--- src/rtl/slot_phase_pkg.sv ---
package slot_phase_pkg;
  // Defaults shared by the top and its submodules
  localparam int unsigned DEF_SLOT_BITS   = 4;  // 16 slots per frame
  localparam int unsigned DEF_HALF_BITS   = 2;  // toggle every 4 slots
  localparam int unsigned DEF_SYNC_STAGES = 2;  // synchronizer depth

  // True when the low 'bits' of a slot value are all ones
  function automatic logic low_bits_full(input logic [31:0] v, input int unsigned bits);
    logic r;
    r = 1'b1;
    for (int i = 0; i < 32; i++) begin
      if (i < int'(bits)) r = r & v[i];
    end
    return r;
  endfunction
endpackage

--- src/rtl/slot_counter.sv ---
module slot_counter #(
  parameter int unsigned SLOT_BITS = slot_phase_pkg::DEF_SLOT_BITS
) (
  input  logic                 clk,
  input  logic                 rst,
  output logic [SLOT_BITS-1:0] slot,
  output logic                 frame_last
);
  localparam logic [SLOT_BITS-1:0] SLOT_MAX = {SLOT_BITS{1'b1}};

  always_ff @(posedge clk) begin
    if (rst) slot <= '0;
    else     slot <= slot + SLOT_BITS'(1);
  end

  assign frame_last = (slot == SLOT_MAX);

  // the counter advances by exactly one per fast cycle
  assert_count_step_R2: assert property (@(posedge clk) disable iff (rst)
    !$past(rst) |-> (slot == $past(slot) + SLOT_BITS'(1)));
endmodule

--- src/rtl/toggle_divider.sv ---
module toggle_divider #(
  parameter int unsigned SLOT_BITS = slot_phase_pkg::DEF_SLOT_BITS,
  parameter int unsigned HALF_BITS = slot_phase_pkg::DEF_HALF_BITS
) (
  input  logic                 clk,
  input  logic                 rst,
  input  logic [SLOT_BITS-1:0] slot,
  output logic                 div_q
);
  logic roll;

  assign roll = slot_phase_pkg::low_bits_full(32'(slot), HALF_BITS);

  always_ff @(posedge clk) begin
    if (rst)       div_q <= 1'b0;
    else if (roll) div_q <= ~div_q;
  end

  // the divided clock only changes as the low bits roll to zero
  assert_clk_edge_R2: assert property (@(posedge clk) disable iff (rst)
    (!$past(rst) && (div_q != $past(div_q))) |-> (slot[HALF_BITS-1:0] == '0));
endmodule

--- src/rtl/sync_chain.sv ---
module sync_chain #(
  parameter int unsigned STAGES = slot_phase_pkg::DEF_SYNC_STAGES
) (
  input  logic clk,
  input  logic rst,
  input  logic d,
  output logic q
);
  logic [STAGES-1:0] pipe;

  generate
    for (genvar s = 0; s < STAGES; s++) begin : g_stage
      if (s == 0) begin : g_first
        always_ff @(posedge clk) begin
          if (rst) pipe[0] <= 1'b0;
          else     pipe[0] <= d;
        end
      end else begin : g_next
        always_ff @(posedge clk) begin
          if (rst) pipe[s] <= 1'b0;
          else     pipe[s] <= pipe[s-1];
        end
      end
    end
  endgenerate

  assign q = pipe[STAGES-1];
endmodule

--- src/rtl/slot_capture.sv ---
module slot_capture #(
  parameter int unsigned SLOT_BITS = slot_phase_pkg::DEF_SLOT_BITS
) (
  input  logic                 clk,
  input  logic                 rst,
  input  logic [SLOT_BITS-1:0] slot,
  input  logic                 frame_last,
  input  logic [SLOT_BITS-1:0] phase_req,
  input  logic                 din_sync,
  output logic                 held,
  output logic                 pulse
);
  logic [SLOT_BITS-1:0] phase_act;
  logic                 hit;

  assign hit = (slot == phase_act);

  always_ff @(posedge clk) begin
    if (rst) begin
      phase_act <= phase_req;
      held      <= 1'b0;
      pulse     <= 1'b0;
    end else begin
      pulse <= hit;
      if (hit)        held      <= din_sync;
      if (frame_last) phase_act <= phase_req;
    end
  end

  // the held sample moves only alongside the strobe
  assert_sample_hold_R5: assert property (@(posedge clk) disable iff (rst)
    (!$past(rst) && !pulse) |-> (held == $past(held)));

  // a strobe follows a slot match with the active phase
  assert_strobe_slot_R4: assert property (@(posedge clk) disable iff (rst)
    (!$past(rst) && pulse) |-> ($past(slot) == $past(phase_act)));

  // the active phase is only replaced at the start of a frame
  assert_phase_frame_R7: assert property (@(posedge clk) disable iff (rst)
    (!$past(rst) && (phase_act != $past(phase_act))) |-> (slot == '0));
endmodule

--- src/rtl/slot_phase_sampler.sv ---
module slot_phase_sampler #(
  parameter int unsigned SLOT_BITS   = slot_phase_pkg::DEF_SLOT_BITS,
  parameter int unsigned HALF_BITS   = slot_phase_pkg::DEF_HALF_BITS,
  parameter int unsigned SYNC_STAGES = slot_phase_pkg::DEF_SYNC_STAGES
) (
  input  logic                 clk,
  input  logic                 rst,
  input  logic [SLOT_BITS-1:0] phase_sel,
  input  logic                 en_async,
  output logic                 div_clk_out,
  output logic                 en_sample,
  output logic                 sample_pulse
);
  logic [SLOT_BITS-1:0] slot;
  logic                 frame_last;
  logic                 en_sync;

  slot_counter #(.SLOT_BITS(SLOT_BITS)) u_count (
    .clk(clk), .rst(rst), .slot(slot), .frame_last(frame_last)
  );

  toggle_divider #(.SLOT_BITS(SLOT_BITS), .HALF_BITS(HALF_BITS)) u_div (
    .clk(clk), .rst(rst), .slot(slot), .div_q(div_clk_out)
  );

  sync_chain #(.STAGES(SYNC_STAGES)) u_sync (
    .clk(clk), .rst(rst), .d(en_async), .q(en_sync)
  );

  slot_capture #(.SLOT_BITS(SLOT_BITS)) u_cap (
    .clk(clk), .rst(rst), .slot(slot), .frame_last(frame_last),
    .phase_req(phase_sel), .din_sync(en_sync),
    .held(en_sample), .pulse(sample_pulse)
  );

  // outputs come out of reset cleared
  assert_reset_clear_R1: assert property (@(posedge clk) disable iff (rst)
    $past(rst) |-> (!div_clk_out && !en_sample && !sample_pulse && slot == '0));
endmodule

--- config.mk ---
export PLATFORM = sky130hd
export DESIGN_NAME = slot_phase_sampler
export DESIGN_NICKNAME = d
export VERILOG_FILES = /design/src/rtl/slot_phase_pkg.sv /design/src/rtl/slot_counter.sv /design/src/rtl/toggle_divider.sv /design/src/rtl/sync_chain.sv /design/src/rtl/slot_capture.sv /design/src/rtl/slot_phase_sampler.sv
export SDC_FILE = /design/constraint.sdc
export NUM_CORES = 1
export LEC_CHECK = 0
export BUFFER_PORTS_ARGS = -buffer_cell sky130_fd_sc_hd__buf_2
export CAP_MARGIN = 10
export CELL_PAD_IN_SITES_DETAIL_PLACEMENT = 0
export CELL_PAD_IN_SITES_GLOBAL_PLACEMENT = 2
export CORE_UTILIZATION = 34
export DETAILED_ROUTE_END_ITERATION = 8
export PLACE_DENSITY = 0.74
export SYNTH_ARGS = -nofsm -noshare
export SYNTH_HDL_FRONTEND = slang
export SYNTH_SLANG_ARGS = --single-unit
--- constraint.sdc ---
create_clock -name clk -period 2.53 [get_ports clk]
set_clock_uncertainty 0.2 [all_clocks]
set_input_delay 0.3795 -clock clk [delete_from_list [all_inputs] [get_ports clk]]
set_output_delay 0.3795 -clock clk [all_outputs]
set_load 0.05 [all_outputs]
==> flow_metrics.py, run 1 <==
metrics = {
    "route": {
        "wirelength_um": 704,
        "drt_iter0_markers": 2,
        "route.vias.total": 284,
        "wl_per_cell_um": 11.4,
        "route.detailed.drc": 0,
        "dr.pass1.iters": 4,
        "avgViaCountPerCell": 4.58,
        "drtAntennaViolNets": 0,
    },
    "clock_network": {
        "h-tree-depth": 1,
        "hold_buffers": 0,
        "clock_latency_ps": 260,
        "cts_tree": "yes",
        "cts_made_buffers": 3,
        "clkSinkCount": 13,
        "path_clk_slew_ps": 80,
        "cts_root_buf": "clkbuf_4",
        "cts_setup_buffers": 0,
        "clock_path_buffers": 2,
        "post_cts_resized": 0,
    },
    "yosys": {
        "synthDominantCellAreaShare": 0.392,
        "ys_warn_count": 0,
        "synth-xor-area-share": 0.134,
        "synth_fa_ha_area_frac": 0.0272,
        "synth_top_family_by_area": "simple AND/OR/NAND/NOR gates",
        "yosys.area.top_type": "dfxtp_1",
        "synthArstFlopShare": 0,
        "synth_edf_count": 4,
        "ys.flop_type": "dfxtp_1",
        "synth_compound_area_frac": 0.0191,
        "yosys.area_share.simple": 0.134,
        "seq_area_frac_synth": 0.654,
        "synthDistinctLibCells": 13,
        "ys_top_cells_by_area": "dfxtp_1, edfxtp_1, xnor2_1, nor2_1, nor2b_1",
        "syn_nets": 44,
        "syn_area_um2": 459,
        "yosysMostFrequentCell": "dfxtp_1",
        "synth.avg_cell_area_um2": 12.8,
        "syn_inst": 36,
        "synth_common_cells": "dfxtp_1, xnor2_1, nor2_1",
        "ys_ff_latch": 13,
        "muxShareOfSynthArea": 0.0218,
    },
    "die": {
        "core_um2": 1190,
        "die_area_um2": 1500,
        "start_util": 0.387,
        "die_h_um": 38.8,
        "die_w_um": 38.8,
        "pin_count": 10,
        "rows": 12,
    },
    "sta": {
        "period_share": 0.580,
        "fmax_mhz": 681,
        "relSlewSlack": 0.835,
        "finalSetupViolations": 0,
        "drv_slew": 0,
        "layout_min_cycle_time_ps": 1470,
        "fin_ws_ps": 1060,
        "rsz0062_at_grt": "false",
        "hold_viol": 0,
        "finalSetupTns_ps": 0,
        "worst_pin_slew_ps": 249,
    },
    "power": {
        "p_leak_nw": 0.222,
        "vdd.ir_drop.worst_v": 0.000302,
        "power.density_nw_per_um2": 716,
    },
    "critical_path": {
        "crit_path_top_delay_cell": "dfxtp_1",
        "crit_fanout": 2,
        "rr_worst_depth": 2,
        "r2r_slack_ps": 1120,
        "cpPeakStageDelay_ps": 350,
        "critPathKind": "register to output pin",
        "critPathLaunchType": "register",
        "cp_data_required_time_ps": 1950,
        "rr_startpoint": "u_count.slot[0]$_SDFF_PP0_",
        "rr_endpoint": "u_cap.phase_act[3]$_DFFE_PP_",
        "crit_buf_inv": 1,
        "cp-end-kind": "output pin",
        "crit_chain": "buf_2",
        "crit_start": "u_div.div_q$_SDFFE_PP0P_",
        "cp.arrival_ps": 890,
        "crit_family": "flip-flops",
    },
    "min_path": {
        "hold_depth": 1,
        "hold_end": "u_cap.phase_act[0]$_DFFE_PP_",
        "min_from": "phase_sel[0]",
        "min_path_type": "primary input to register",
    },
    "layout": {
        "drive_gt1_frac": 0.271,
        "stdcell_count": 62,
        "area_growth_pct": 18.3,
        "fin_nets": 57,
        "stdcell_area_um2": 543,
        "antennaDiodeCount": 0,
    },
    "placed_design": {
        "post-place-ws_ps": 1140,
        "placement.io_buffers": 9,
        "place_inst": 58,
        "place.gp.congestion": 0.724,
        "placed_cell_area_um2": 517,
    },
    "status": {
        "status": "finished, final reports clean",
    },
    "global_routing": {
        "antenna_found_initial": 0,
        "grt_max_degree": 12,
        "grt_pass1_vias": 285,
        "grt_pass1_wl_um": 1110,
        "overflow": 0,
        "gr-usage-all-layers": 0.116,
    },
    "job": {
        "cap_violations": 0,
    },
}
==> through the flow <==
stage,utilization,hold slack [ps],power [mW]
floorplan,-,214,0.262
global placement,0.436,220,0.272
detailed placement,0.436,228,0.273
CTS,0.458,84.4,0.392
global route,0.458,74.6,0.404
finish,0.458,87.8,0.389
==> registers in the layout, summed over array words and instances, names as in the netlist <==
register,flops
u_cap.phase_act,4
u_count.slot,4
u_cap.held,1
u_cap.pulse,1
u_div.div_q,1
u_sync.pipe,1
u_sync.q,1
==> where the power goes <==
group	internal (mW)	total, mW	switching [mW]
registers	0.226	0.234	0.00797
logic	0.0167	0.0342	0.0175
clock network	0.0609	0.121	0.0598
==> placed cells by master, fill, tap and decap left out <==
cell | Yosys | final
buf_2 | 1 | 9
dfxtp_1 | 9 | 9
xnor2_1 | 6 | 6
nor2_1 | 5 | 5
edfxtp_1 | 4 | 4
nor2b_1 | 3 | 3
clkbuf_4 | 0 | 3
nand2b_1 | 2 | 2
a31o_2 | 1 | 1
nand3_1 | 1 | 1
xor2_1 | 1 | 1
nand4_1 | 1 | 1
mux2i_1 | 1 | 1
ha_1 | 1 | 1
clkbuf_1 | 0 | 1
==> logic make-up (layout without fill, tap and decap cells) <==
kind of cell	Yosys count	after routing
adder cells (fa/ha/maj)	1	1
AND/OR/NAND/NOR	12	12
multiplexers	1	1
XOR/XNOR	7	7
flip-flops	13	13
buffers and inverters	1	13
AO/OA/AOI/OAI	1	1
==> worst max path at each step <==
stage                                   endpoint  cells after the start  slack (ps)
finish                               div_clk_out                      1        1060
global route                         div_clk_out                      1        1030
CTS                                  div_clk_out                      1        1060
detailed placement  u_cap.phase_act[1]$_DFFE_PP_                      2        1140
global placement    u_cap.phase_act[3]$_DFFE_PP_                      2        1220
floorplan           u_cap.phase_act[0]$_DFFE_PP_                      2        1250
==> final cells by class <==
type,instances,area [um2]
clock buffers,4,26.3
fillers,112,643
multi-input cells,22,154
flip-flops and latches,13,300
well taps,14,17.5
repair buffers,9,45.0
==> routing by layer <==
layer	part of all wire	wire (um)	GRT usage
met2	0.52	364	0.192
met5	0	0	0
met3	0.044	31	0.0520
met4	0.0099	7	0.0517
met1	0.43	300	0.126
No activity file was read; power rests on OpenSTA's default activity.
==> run 2: changes to the inputs <==
--- a/config.mk
+++ b/config.mk
@@ -9,9 +9,9 @@
 export CAP_MARGIN = 10
 export CELL_PAD_IN_SITES_DETAIL_PLACEMENT = 0
 export CELL_PAD_IN_SITES_GLOBAL_PLACEMENT = 2
-export CORE_UTILIZATION = 34
+export CORE_UTILIZATION = 28
 export DETAILED_ROUTE_END_ITERATION = 8
-export PLACE_DENSITY = 0.74
+export PLACE_DENSITY = 0.65
 export SYNTH_ARGS = -nofsm -noshare
 export SYNTH_HDL_FRONTEND = slang
 export SYNTH_SLANG_ARGS = --single-unit
==> constraint.sdc (replaced) <==
create_clock -name clk -period 1.2 [get_ports clk]
set_clock_uncertainty 0.2 [all_clocks]
set_input_delay 0.18 -clock clk [delete_from_list [all_inputs] [get_ports clk]]
set_output_delay 0.18 -clock clk [all_outputs]
set_load 0.05 [all_outputs]
==> run 2 against run 1 <==
  * The run now ends with negative hold slack left
  * Total power rose by 120%
  * Clock power rose by 120%
  * Critical path type is now register to register
  * Sequential share of layout area fell by 9.4 points
  * Largest power group unchanged
  * First-iteration DRC count rose by 50%
  * Sequential power rose by 110%
==> flow_metrics.py, run 2 (synthesized netlist as in run 1, its figures left out) <==
metrics = {
    "clock_network": {
        "path_clk_slew_ps": 80,
        "clock_latency_ps": 270,
        "clock_path_buffers": 2,
        "h-tree-depth": 1,
        "cts_made_buffers": 3,
        "cts_tree": "yes",
        "clkSinkCount": 13,
        "cts_root_buf": "clkbuf_4",
    },
    "layout": {
        "antennaDiodeCount": 0,
        "fillerInstances": 146,
        "largestRegisters": "u_cap.phase_act x4, u_count.slot x4",
        "final_cell_mix": "xnor2_1, dlygate4sd3_1, buf_2",
        "area_growth_pct": 45.5,
        "fin_nets": 65,
        "drive_gt1_frac": 0.393,
        "utilization": 0.438,
    },
    "sta": {
        "layout_min_cycle_time_ps": 1180,
        "relSlewSlack": 0.878,
        "hold-worst-slack_ps": -5.72,
        "fin_ws_ps": 18.0,
        "finalSetupViolations": 0,
        "hold_viol": 2,
        "period_share": 0.985,
        "worst_pin_slew_ps": 184,
        "rsz0062_at_grt": "true",
        "drv_slew": 0,
        "fmax_mhz": 846,
    },
    "die": {
        "pin_count": 10,
        "die_area_um2": 1810,
        "die_w_um": 42.5,
        "core_um2": 1520,
        "rows": 14,
        "start_util": 0.301,
        "die_h_um": 42.5,
    },
    "critical_path": {
        "critPathKind": "register to register",
        "crit_fanout": 4,
        "cp_data_required_time_ps": 1040,
        "cp.arrival_ps": 1020,
        "cp-end-kind": "register",
        "critPathLaunchType": "register",
    },
    "global_routing": {
        "grt_pass1_vias": 287,
        "overflow": 0,
        "grt_max_degree": 12,
        "gr-usage-all-layers": 0.108,
        "antenna_found_initial": 0,
        "grt_pass1_wl_um": 1320,
    },
    "power": {
        "total_power_mw": 0.866,
        "power.density_nw_per_um2": 1300,
        "p_leak_nw": 0.266,
        "vdd.ir_drop.worst_v": 0.000594,
    },
    "placed_design": {
        "placement.io_buffers": 9,
        "dpl.hpwl_um": 520,
        "place.gp.congestion": 0.750,
        "post-place-ws_ps": 0.0350,
    },
    "status": {
        "status": "complete, but fails checks",
        "violations": "negative hold slack",
    },
    "route": {
        "wl_per_cell_um": 10.9,
        "drtAntennaViolNets": 0,
        "drt_iter0_markers": 3,
        "dr.pass1.iters": 2,
        "route.detailed.drc": 0,
        "avgViaCountPerCell": 4.19,
        "wirelength_um": 784,
        "route.vias.total": 302,
    },
    "job": {
        "cap_violations": 0,
    },
    "min_path": {
        "min_path_type": "primary input to register",
    },
}
-- run 2: cell types whose count changed in the layout (fill, tap and decap cells not counted), sizes merged --
cell         previous run  this run
clkbuf                  4         3
buf                     9        11
clkinv                  0         1
dlygate4sd3             0         6
-- run 2: critical path, cell delays in order (launching register included) --
cell and delay [ps]:
dfxtp_2 350, ha_4 160, a31o_4 230
-- run 2: cell type report --
cell class	instances	area (um2)	area share
Sequential cell	13	307	0.459
Multi-Input combinational cell	22	175	0.262
Timing Repair Buffer	17	139	0.208
Clock buffer	3	22.5	0.0337
Tap cell	16	20.0	0.0300
Clock inverter	1	5.00	0.00749
-- run 2: per-layer routing --
metal  vias up  track usage  share of wire
met3         0       0.0905          0.082
met1       135        0.125           0.47
met4         0       0.0188              0
li1        158            -              -
met5         -            0              0
met2         9        0.154           0.45
-- run 2: path summary, 6_finish.rpt --
check	start	endpoint	slack [ps]	cells after the start
worst max-delay path	u_count.slot[0]$_SDFF_PP0_	u_cap.phase_act[1]$_DFFE_PP_	20	2
worst min-delay path	rst	u_count.slot[2]$_SDFF_PP0_	-6	2
worst max register to register	u_count.slot[0]$_SDFF_PP0_	u_cap.phase_act[1]$_DFFE_PP_	20	2
worst min register to register	u_sync.pipe[0]$_SDFF_PP0_	u_sync.q$_SDFF_PP0_	240	1
-- run 2: what timing repair did --
item,CTS,global route
buffers inserted,0,1
gates resized for setup,8,2
hold buffers,6,0
pin swaps,0,1
hold endpoints to repair,6,0
setup endpoints to repair,8,8
gates cloned,0,0
-- run 2: through the flow --
step	area, um2	hold WS [ps]	TNS, ps	instances
final	668	-5.72	0	72
after global routing	668	14.3	-158	72
after CTS	656	0.788	0	71
after detailed placement	541	159	0	61
after global placement	541	160	0	61
after floorplan	473	78.9	0	36
-- run 2: where the power goes --
group          switching, mW  internal [mW]  leakage [nW]  total [mW]
registers             0.0200          0.479         0.115       0.499
logic                 0.0411         0.0610         0.134       0.102
clock network          0.142          0.123        0.0177       0.265
total                  0.203          0.663         0.266       0.866
